**src/rtl/alarm_pkg.sv**
```systemverilog
package alarm_pkg;
  localparam int HOUR_W = 4;
  localparam int MIN_W  = 6;

  typedef struct packed {
    logic              pm;
    logic [HOUR_W-1:0] hr;
    logic [MIN_W-1:0]  mn;
  } alarm_time_t;

  localparam alarm_time_t TIME_ZERO = '{pm: 1'b0, hr: '0, mn: '0};
endpackage

```
**src/rtl/alarm_time_cmp.sv**
```systemverilog
module alarm_time_cmp
  import alarm_pkg::*;
(
  input  alarm_time_t now_t,
  input  alarm_time_t set_t,
  input  logic        armed,
  output logic        hit
);
  logic same_hr, same_mn, same_pm;

  always_comb begin
    same_hr = (now_t.hr == set_t.hr);
    same_mn = (now_t.mn == set_t.mn);
    same_pm = (now_t.pm == set_t.pm);
    hit     = armed & same_hr & same_mn & same_pm;
  end
endmodule

```
**src/rtl/alarm_slot.sv**
```systemverilog
module alarm_slot
  import alarm_pkg::*;
(
  input  logic        clk,
  input  logic        rst_n,
  input  logic        sw_en,
  input  logic        ld,
  input  alarm_time_t ld_time,
  input  logic        pm_tog,
  input  alarm_time_t now_t,
  input  logic        snooze,
  output logic        match,
  output logic        en_stat
);
  alarm_time_t stored_q;
  logic        en_q;
  logic        hit;
  logic        hit_q;
  logic        match_q;
  logic        hit_start;

  // Stored setting: load has priority over pm toggle
  always_ff @(posedge clk or negedge rst_n) begin
    if (!rst_n) begin
      stored_q <= TIME_ZERO;
    end else if (ld) begin
      stored_q <= ld_time;
    end else if (pm_tog) begin
      stored_q.pm <= ~stored_q.pm;
    end
  end


  load_store_chk: assert property (@(posedge clk) disable iff (!rst_n)
    ld |=> stored_q == $past(ld_time));


  pm_flip_chk: assert property (@(posedge clk) disable iff (!rst_n)
    (pm_tog && !ld) |=> stored_q.pm != $past(stored_q.pm));

  // Registered enable switch
  always_ff @(posedge clk or negedge rst_n) begin
    if (!rst_n) en_q <= 1'b0;
    else        en_q <= sw_en;
  end


  en_follow_chk: assert property (@(posedge clk) disable iff (!rst_n)
    1'b1 |=> en_q == $past(sw_en));

  alarm_time_cmp u_cmp (
    .now_t (now_t),
    .set_t (stored_q),
    .armed (en_q),
    .hit   (hit)
  );

  // Edge detect on equality so a flag cleared mid-minute stays clear
  always_ff @(posedge clk or negedge rst_n) begin
    if (!rst_n) hit_q <= 1'b0;
    else        hit_q <= hit;
  end

  assign hit_start = hit & ~hit_q;

  always_ff @(posedge clk or negedge rst_n) begin
    if (!rst_n)         match_q <= 1'b0;
    else if (snooze)    match_q <= 1'b0;
    else if (hit_start) match_q <= 1'b1;
  end


  match_set_chk: assert property (@(posedge clk) disable iff (!rst_n)
    (hit && !hit_q && !snooze) |=> match_q);


  match_hold_chk: assert property (@(posedge clk) disable iff (!rst_n)
    (match_q && !snooze) |=> match_q);


  snooze_clear_chk: assert property (@(posedge clk) disable iff (!rst_n)
    snooze |=> !match_q);


  disabled_quiet_chk: assert property (@(posedge clk) disable iff (!rst_n)
    (!en_q && !match_q) |=> !match_q);


  no_refire_chk: assert property (@(posedge clk) disable iff (!rst_n)
    (hit_q && !match_q) |=> !match_q);

  assign match   = match_q;
  assign en_stat = en_q;
endmodule

```
**src/rtl/alarm_bank.sv**
```systemverilog
module alarm_bank
  import alarm_pkg::*;
#(
  parameter int NUM_SLOTS = 4
) (
  input  logic                 clk,
  input  logic                 rst_n,
  input  logic [HOUR_W-1:0]    cur_hour,
  input  logic [MIN_W-1:0]     cur_min,
  input  logic                 cur_pm,
  input  logic [NUM_SLOTS-1:0] ld_slot,
  input  logic [HOUR_W-1:0]    ld_hour,
  input  logic [MIN_W-1:0]     ld_min,
  input  logic                 ld_pm,
  input  logic [NUM_SLOTS-1:0] pm_toggle,
  input  logic [NUM_SLOTS-1:0] sw_enable,
  input  logic                 snooze,
  output logic [NUM_SLOTS-1:0] match_o,
  output logic [NUM_SLOTS-1:0] enable_o
);
  alarm_time_t now_t;
  alarm_time_t ld_time;

  always_comb begin
    now_t.pm   = cur_pm;
    now_t.hr   = cur_hour;
    now_t.mn   = cur_min;
    ld_time.pm = ld_pm;
    ld_time.hr = ld_hour;
    ld_time.mn = ld_min;
  end

  for (genvar g = 0; g < NUM_SLOTS; g++) begin : g_slot
    alarm_slot u_slot (
      .clk     (clk),
      .rst_n   (rst_n),
      .sw_en   (sw_enable[g]),
      .ld      (ld_slot[g]),
      .ld_time (ld_time),
      .pm_tog  (pm_toggle[g]),
      .now_t   (now_t),
      .snooze  (snooze),
      .match   (match_o[g]),
      .en_stat (enable_o[g])
    );
  end


  reset_quiet_chk: assert property (@(posedge clk)
    !rst_n |-> (match_o == '0 && enable_o == '0));
endmodule

```
**config.mk**
```make
export PLATFORM = sky130hd
export DESIGN_NAME = alarm_bank
export DESIGN_NICKNAME = d
export VERILOG_FILES = /design/src/rtl/alarm_pkg.sv /design/src/rtl/alarm_time_cmp.sv /design/src/rtl/alarm_slot.sv /design/src/rtl/alarm_bank.sv
export SDC_FILE = /design/constraint.sdc
export NUM_CORES = 1
export LEC_CHECK = 0
export BUFFER_PORTS_ARGS = -buffer_cell sky130_fd_sc_hd__buf_2
export CAP_MARGIN = 20
export CORE_MARGIN = 3
export CORE_UTILIZATION = 55
export DETAILED_ROUTE_END_ITERATION = 10
export PLACE_DENSITY = 0.74
export SLEW_MARGIN = 20
export SYNTH_ARGS = -nofsm -noshare
export SYNTH_HDL_FRONTEND = slang
export SYNTH_HIERARCHICAL = 1
export SYNTH_SLANG_ARGS = --single-unit
```
**constraint.sdc**
```tcl
create_clock -name clk -period 1.6 [get_ports clk]
set_clock_uncertainty 0.15 [all_clocks]
set_input_delay 0.08 -clock clk [delete_from_list [all_inputs] [get_ports clk]]
set_output_delay 0.08 -clock clk [all_outputs]
set_load 0.005 [all_outputs]
```
# == Yosys cells after proc, flatten, opt, wreduce, memory -nomap -nowiden ==
# Cells that the tools add are included.
# totals
register_bits,56
in_bits,37
output_inout_bits,8
word_cells,84
# classes
eq_ne,12
n_mux,16
bitwise,24
n_reduce_logical,8
# op_table
cell,n
$eq 6x6->1,4
$and 1x1->1,16
$eq 4x4->1,4
$mux 1,16
$reduce_bool 2->1,8
$not 1->1,8
$eq 1x1->1,4

# == Depth between registers and ports, before layout ==
# logic_depth
depth_word,7
mapped_depth,5
ltp_nobuf,5

# == Hierarchy ==
# Netlist, hierarchy kept.
# by_module_without_submodules
module,instances,cells_each,area_each_um2,seq_area_each_um2
alarm_slot,4,31,536.8,350.3
alarm_time_cmp,4,15,125.1,0.0

# == Worst setup path before layout ==
# Ideal clock, no wire load.
# synth_path
kind,register -> register
startpoint,reg g_slot[0].u_slot/stored_q[10] in the netlist's numbering
endpoint,reg g_slot[0].u_slot.match_q
setup_time_ps,77
arrival_time_ps,1012
t_required_ps,1373
slack_ps,361
path_stages_with_launch,6
path_buffers,0
synth_period_minus_slack_ps,1239
path_cell_list,dfrtp_1 > xnor2_1 > nand4_1 > nor3_2 > nand2b_1 > a21oi_1
# synth_between
elab_chain_cells,4
# synth_rtl
element,line_no,text
from (decl),alarm_slot.sv:15,alarm_time_t stored_q;
from (signal assigned),alarm_slot.sv:27,stored_q <= ld_time;
$eq 1x1->1,alarm_time_cmp.sv:14,same_pm = (now_t.pm == set_t.pm);
$and 1x1->1,alarm_time_cmp.sv:15,hit = armed & same_hr & same_mn & same_pm;
named net g_slot[0].u_slot.hit,alarm_slot.sv:17,logic hit;
$and 1x1->1,alarm_slot.sv:64,assign hit_start = hit & ~hit_q;
$reduce_bool 2->1 (no source line),-,
to (signal assigned),alarm_slot.sv:67,if (!rst_n) match_q <= 1'b0;
to (signal assigned),alarm_slot.sv:68,else if (snooze) match_q <= 1'b0;
to (signal assigned),alarm_slot.sv:69,else if (hit_start) match_q <= 1'b1;
to (decl),alarm_slot.sv:19,logic match_q;
# The timed path passes the listed nets, and every way through them passes these cells.
# A chain may end at the register's enable or synchronous reset.

# == Final worst setup path ==
# layout_path
startpoint,reg g_slot[2].u_slot/stored_q[10] in the netlist's numbering
endpoint,reg g_slot[2].u_slot.match_q
# layout_between
elab_chain_cells,4
# layout_rtl
element,line_no
from (decl),alarm_slot.sv:15
from (signal assigned),alarm_slot.sv:27
$eq 1x1->1,alarm_time_cmp.sv:14
$and 1x1->1,alarm_time_cmp.sv:15
named net g_slot[2].u_slot.hit,alarm_slot.sv:17
$and 1x1->1,alarm_slot.sv:64
$reduce_bool 2->1 (no source line),-
to (signal assigned),alarm_slot.sv:67
to (signal assigned),alarm_slot.sv:68
to (signal assigned),alarm_slot.sv:69
to (decl),alarm_slot.sv:19
# The timed path passes the listed nets, and every way through them passes these cells.

==> metrics.cfg <==
[run_status]
status=complete, no violations

[worst_setup_path]
cp.arrival_ns=1.58
r2r_slack_ns=0.1
cp_slowest_cell=dfrtp_1
endpoint_kind=flip-flop
critical_path.max_stage_delay_ns=0.42
cp_cell_sequence=xnor2_1 -> nand4_1 -> nor3_2 -> nand2b_1 -> a21oi_1
worst-setup-path-type=reg -> reg
cpLargestDelayFamily=simple AND/OR/NAND/NOR gates
rr_endpoint=g_slot[2].u_slot/match
rr_startpoint=g_slot[2].u_slot/stored_q[10]
path_buf_inv=0
crit_required_ns=1.68
reg2reg_depth=5
critPathMaxFanout=2
start_kind=flip-flop

[pwr]
sw_frac_of_total_pct=23.9
combPwrFrac_pct=18.0
power_mw=3.08
power.leakage_nw=1.43
p_clk_share_pct=29.0
pwr-share-seq_pct=53.0
max-vdd-ir-drop_v=0.000548
p_per_area_nw_per_um2=954
p_switching_uw=736
cellInternalPower_mw=2.34

[final_layout]
syn2layout_area_growth_pct=21.8
antenna_cells=0
layout.nets=290
drive_above_1_share_pct=37.8

[cts]
cts.clk_slew.worst_paths_ns=0.10
numClockSinks=56
cts_tree=built
cts_buffers=5
cts_repair_resize_count=0
clk_latency_ns=0.30
clockRootBuffer=clkbuf_8
cts.htree.levels=2
clk_path_buf_depth=2

[route]
ant_nets=0
first_iter_violations=95
totalWireLength_mm=5.13
post_drt_wl_per_cell_um=16.8
first_pass_iters=4
vias_per_cell=5.15
drc_errors=0
vias=1576

[placement]
gp_congestion=0.758
dp_hpwl_mm=3.62
io_buffers=44

[synthesis]
synthSimpleGateAreaFrac_pct=5.86
netlist_instances=184
synth_top_family_by_area=multiplexers
synthMuxAreaShare_pct=21.6
ys_top_cells_by_area=dfrtp_1 53%, mux2_4 18%, xnor2_1 16%
synth-warning-count=6
synth_common_cells=56 x dfrtp_1, 48 x xnor2_1, 32 x mux2_4, 12 x nand4_1, 8 x mux2_2
synthArstFlopShare_pct=100
syn_area_um2=2650
synth_area_per_cell_um2=14.4
synth_fa_ha_area_share_pct=0
synth_compound_area_share_pct=1.51
synth_top_cell_by_area=dfrtp_1
seq_area_frac_synth_pct=52.9
synthFlopType=dfrtp_1
synth_cell_types=12
synth_top_area_share_pct=52.9
synth_nets=221
synth-edff-count=0
synth-xor-area-share_pct=15.9
synth_most_common_cell=dfrtp_1
ys_seq_elements=56

[timing]
max_freq_mhz=666
finalCritPeriodShare_pct=93.9
setup_viol=0
fin_crit_ns=1.50
rsz0062_at_grt=no
fin_hold_ws_ns=0.0169
slew_violations=0
tightest_slew_ns=0.418
max_slew_margin_pct=72.1
finalHoldViolCount=0
timing.setup.tns_ns=0

[floorplanning]
core_um2=4500
start_util_pct=58.8
die-area_um2=5680
die_w_um=75.4
boundaryPins=45
die_y_um=75.4
core.rowCount=24

[hold_path]
holdPathEnd=g_slot[0].u_slot/hit_q
min_path_cells=4
min_from=cur_min[5]
min_path_type=in -> reg

[global_route]
grt_overflow=0
grt.total_usage_pct=20.1
grt_pass1_wl_mm=8.39
grt_pass1_vias=1659
antenna_found_initial=0
grt_max_degree=57

[job]
max_cap_violations=0

[per-layer routing]
layer,GRT usage [%],part of all wire (%)
met1,27.8,47
met2,33.0,49
met3,3.69,2.8
met4,4.66,0.82
met5,0,0
[flip-flops by register name (all words and copies together) (netlist names)]
register	cells
g_slot.u_slot/match	4
g_slot.u_slot/stored_q	44
g_slot.u_slot/en_stat	4
g_slot.u_slot/hit_q	4
[stage by stage]
stage,utilization [%],cells,worst slack [ns],instance area (um2)
6_report,71.6,306,0.0975,3230
5_1_grt,71.6,306,0.0112,3230
4_1_cts,71.6,306,0.103,3230
3_5_place_dp,64.6,277,0.126,2910
3_3_place_gp,64.6,277,0.181,2910
2_1_floorplan,-,184,0.361,2650
[final cells by class]
cell class	instances	area, um2
Clock inverter	2	35.0
Sequential cell	56	1400
Clock buffer	6	72.6
Timing Repair Buffer	66	450
Fill cell	316	1280
Multi-Input combinational cell	120	1190
Tap cell	52	65.1
Inverter	4	15.0
[power by group through the flow]
stage                     Combinational, mW  Sequential (mW)  Clock [mW]
final                                 0.554             1.63       0.894
after global routing                  0.599             1.64       0.977
after CTS                             0.559             1.63       0.916
after detailed placement              0.517             1.65           0
after global placement                0.511             1.65           0
after floorplan                       0.360             1.63           0
[cells in the final DEF, fill, tap and decap left out, drive strengths merged]
cell and instances:
nand2b 4, bufinv 1, nor3 4, dfrtp 56, nand4 12, xnor2 48, nand2 4, o21ai 4
inv 4, clkinv 1, mux2 40, clkbuf 6, dlygate4sd3 21, buf 45, a21oi 4
[worst max path at each step]
stage / start / endpoint / slack (ns) / cells after the start
finish: g_slot[2].u_slot/stored_q[10] / g_slot[2].u_slot/match / 0.1 / 5
global route: g_slot[1].u_slot/stored_q[7] / g_slot[1].u_slot/match / 0.01 / 5
CTS: g_slot[2].u_slot/stored_q[10] / g_slot[2].u_slot/match / 0.10 / 5
detailed placement: g_slot[2].u_slot/stored_q[10] / g_slot[2].u_slot/match / 0.13 / 5
global placement: g_slot[2].u_slot/stored_q[8] / g_slot[2].u_slot/match / 0.18 / 5
floorplan: g_slot[0].u_slot/stored_q[10] / g_slot[0].u_slot/match / 0.36 / 5
[repair_timing]
item                                    in CTS  in global routing
hold endpoints to repair                   108                  0
hold buffers                                21                  0
endpoints found under the setup margin       0                  1
buffers inserted                             0                  0
[cell families (layout without fill, tap and decap cells)]
kind of cell | count (synthesis) | in the layout
and+or+nand+nor | 24 | 24
AOI/OAI and AO/OA | 8 | 8
buffers and inverters | 8 | 78
xor gates and xnor gates | 48 | 48
muxes | 40 | 40
DFF | 56 | 56
[worst reg2reg max path, stage by stage (launching register included)]
cell and delay [ns]:
dfrtp_1 0.42, xnor2_1 0.22, nand4_1 0.19, nor3_2 0.26, nand2b_1 0.08, a21oi_1 0.13
(Power assumes the default switching activity.)
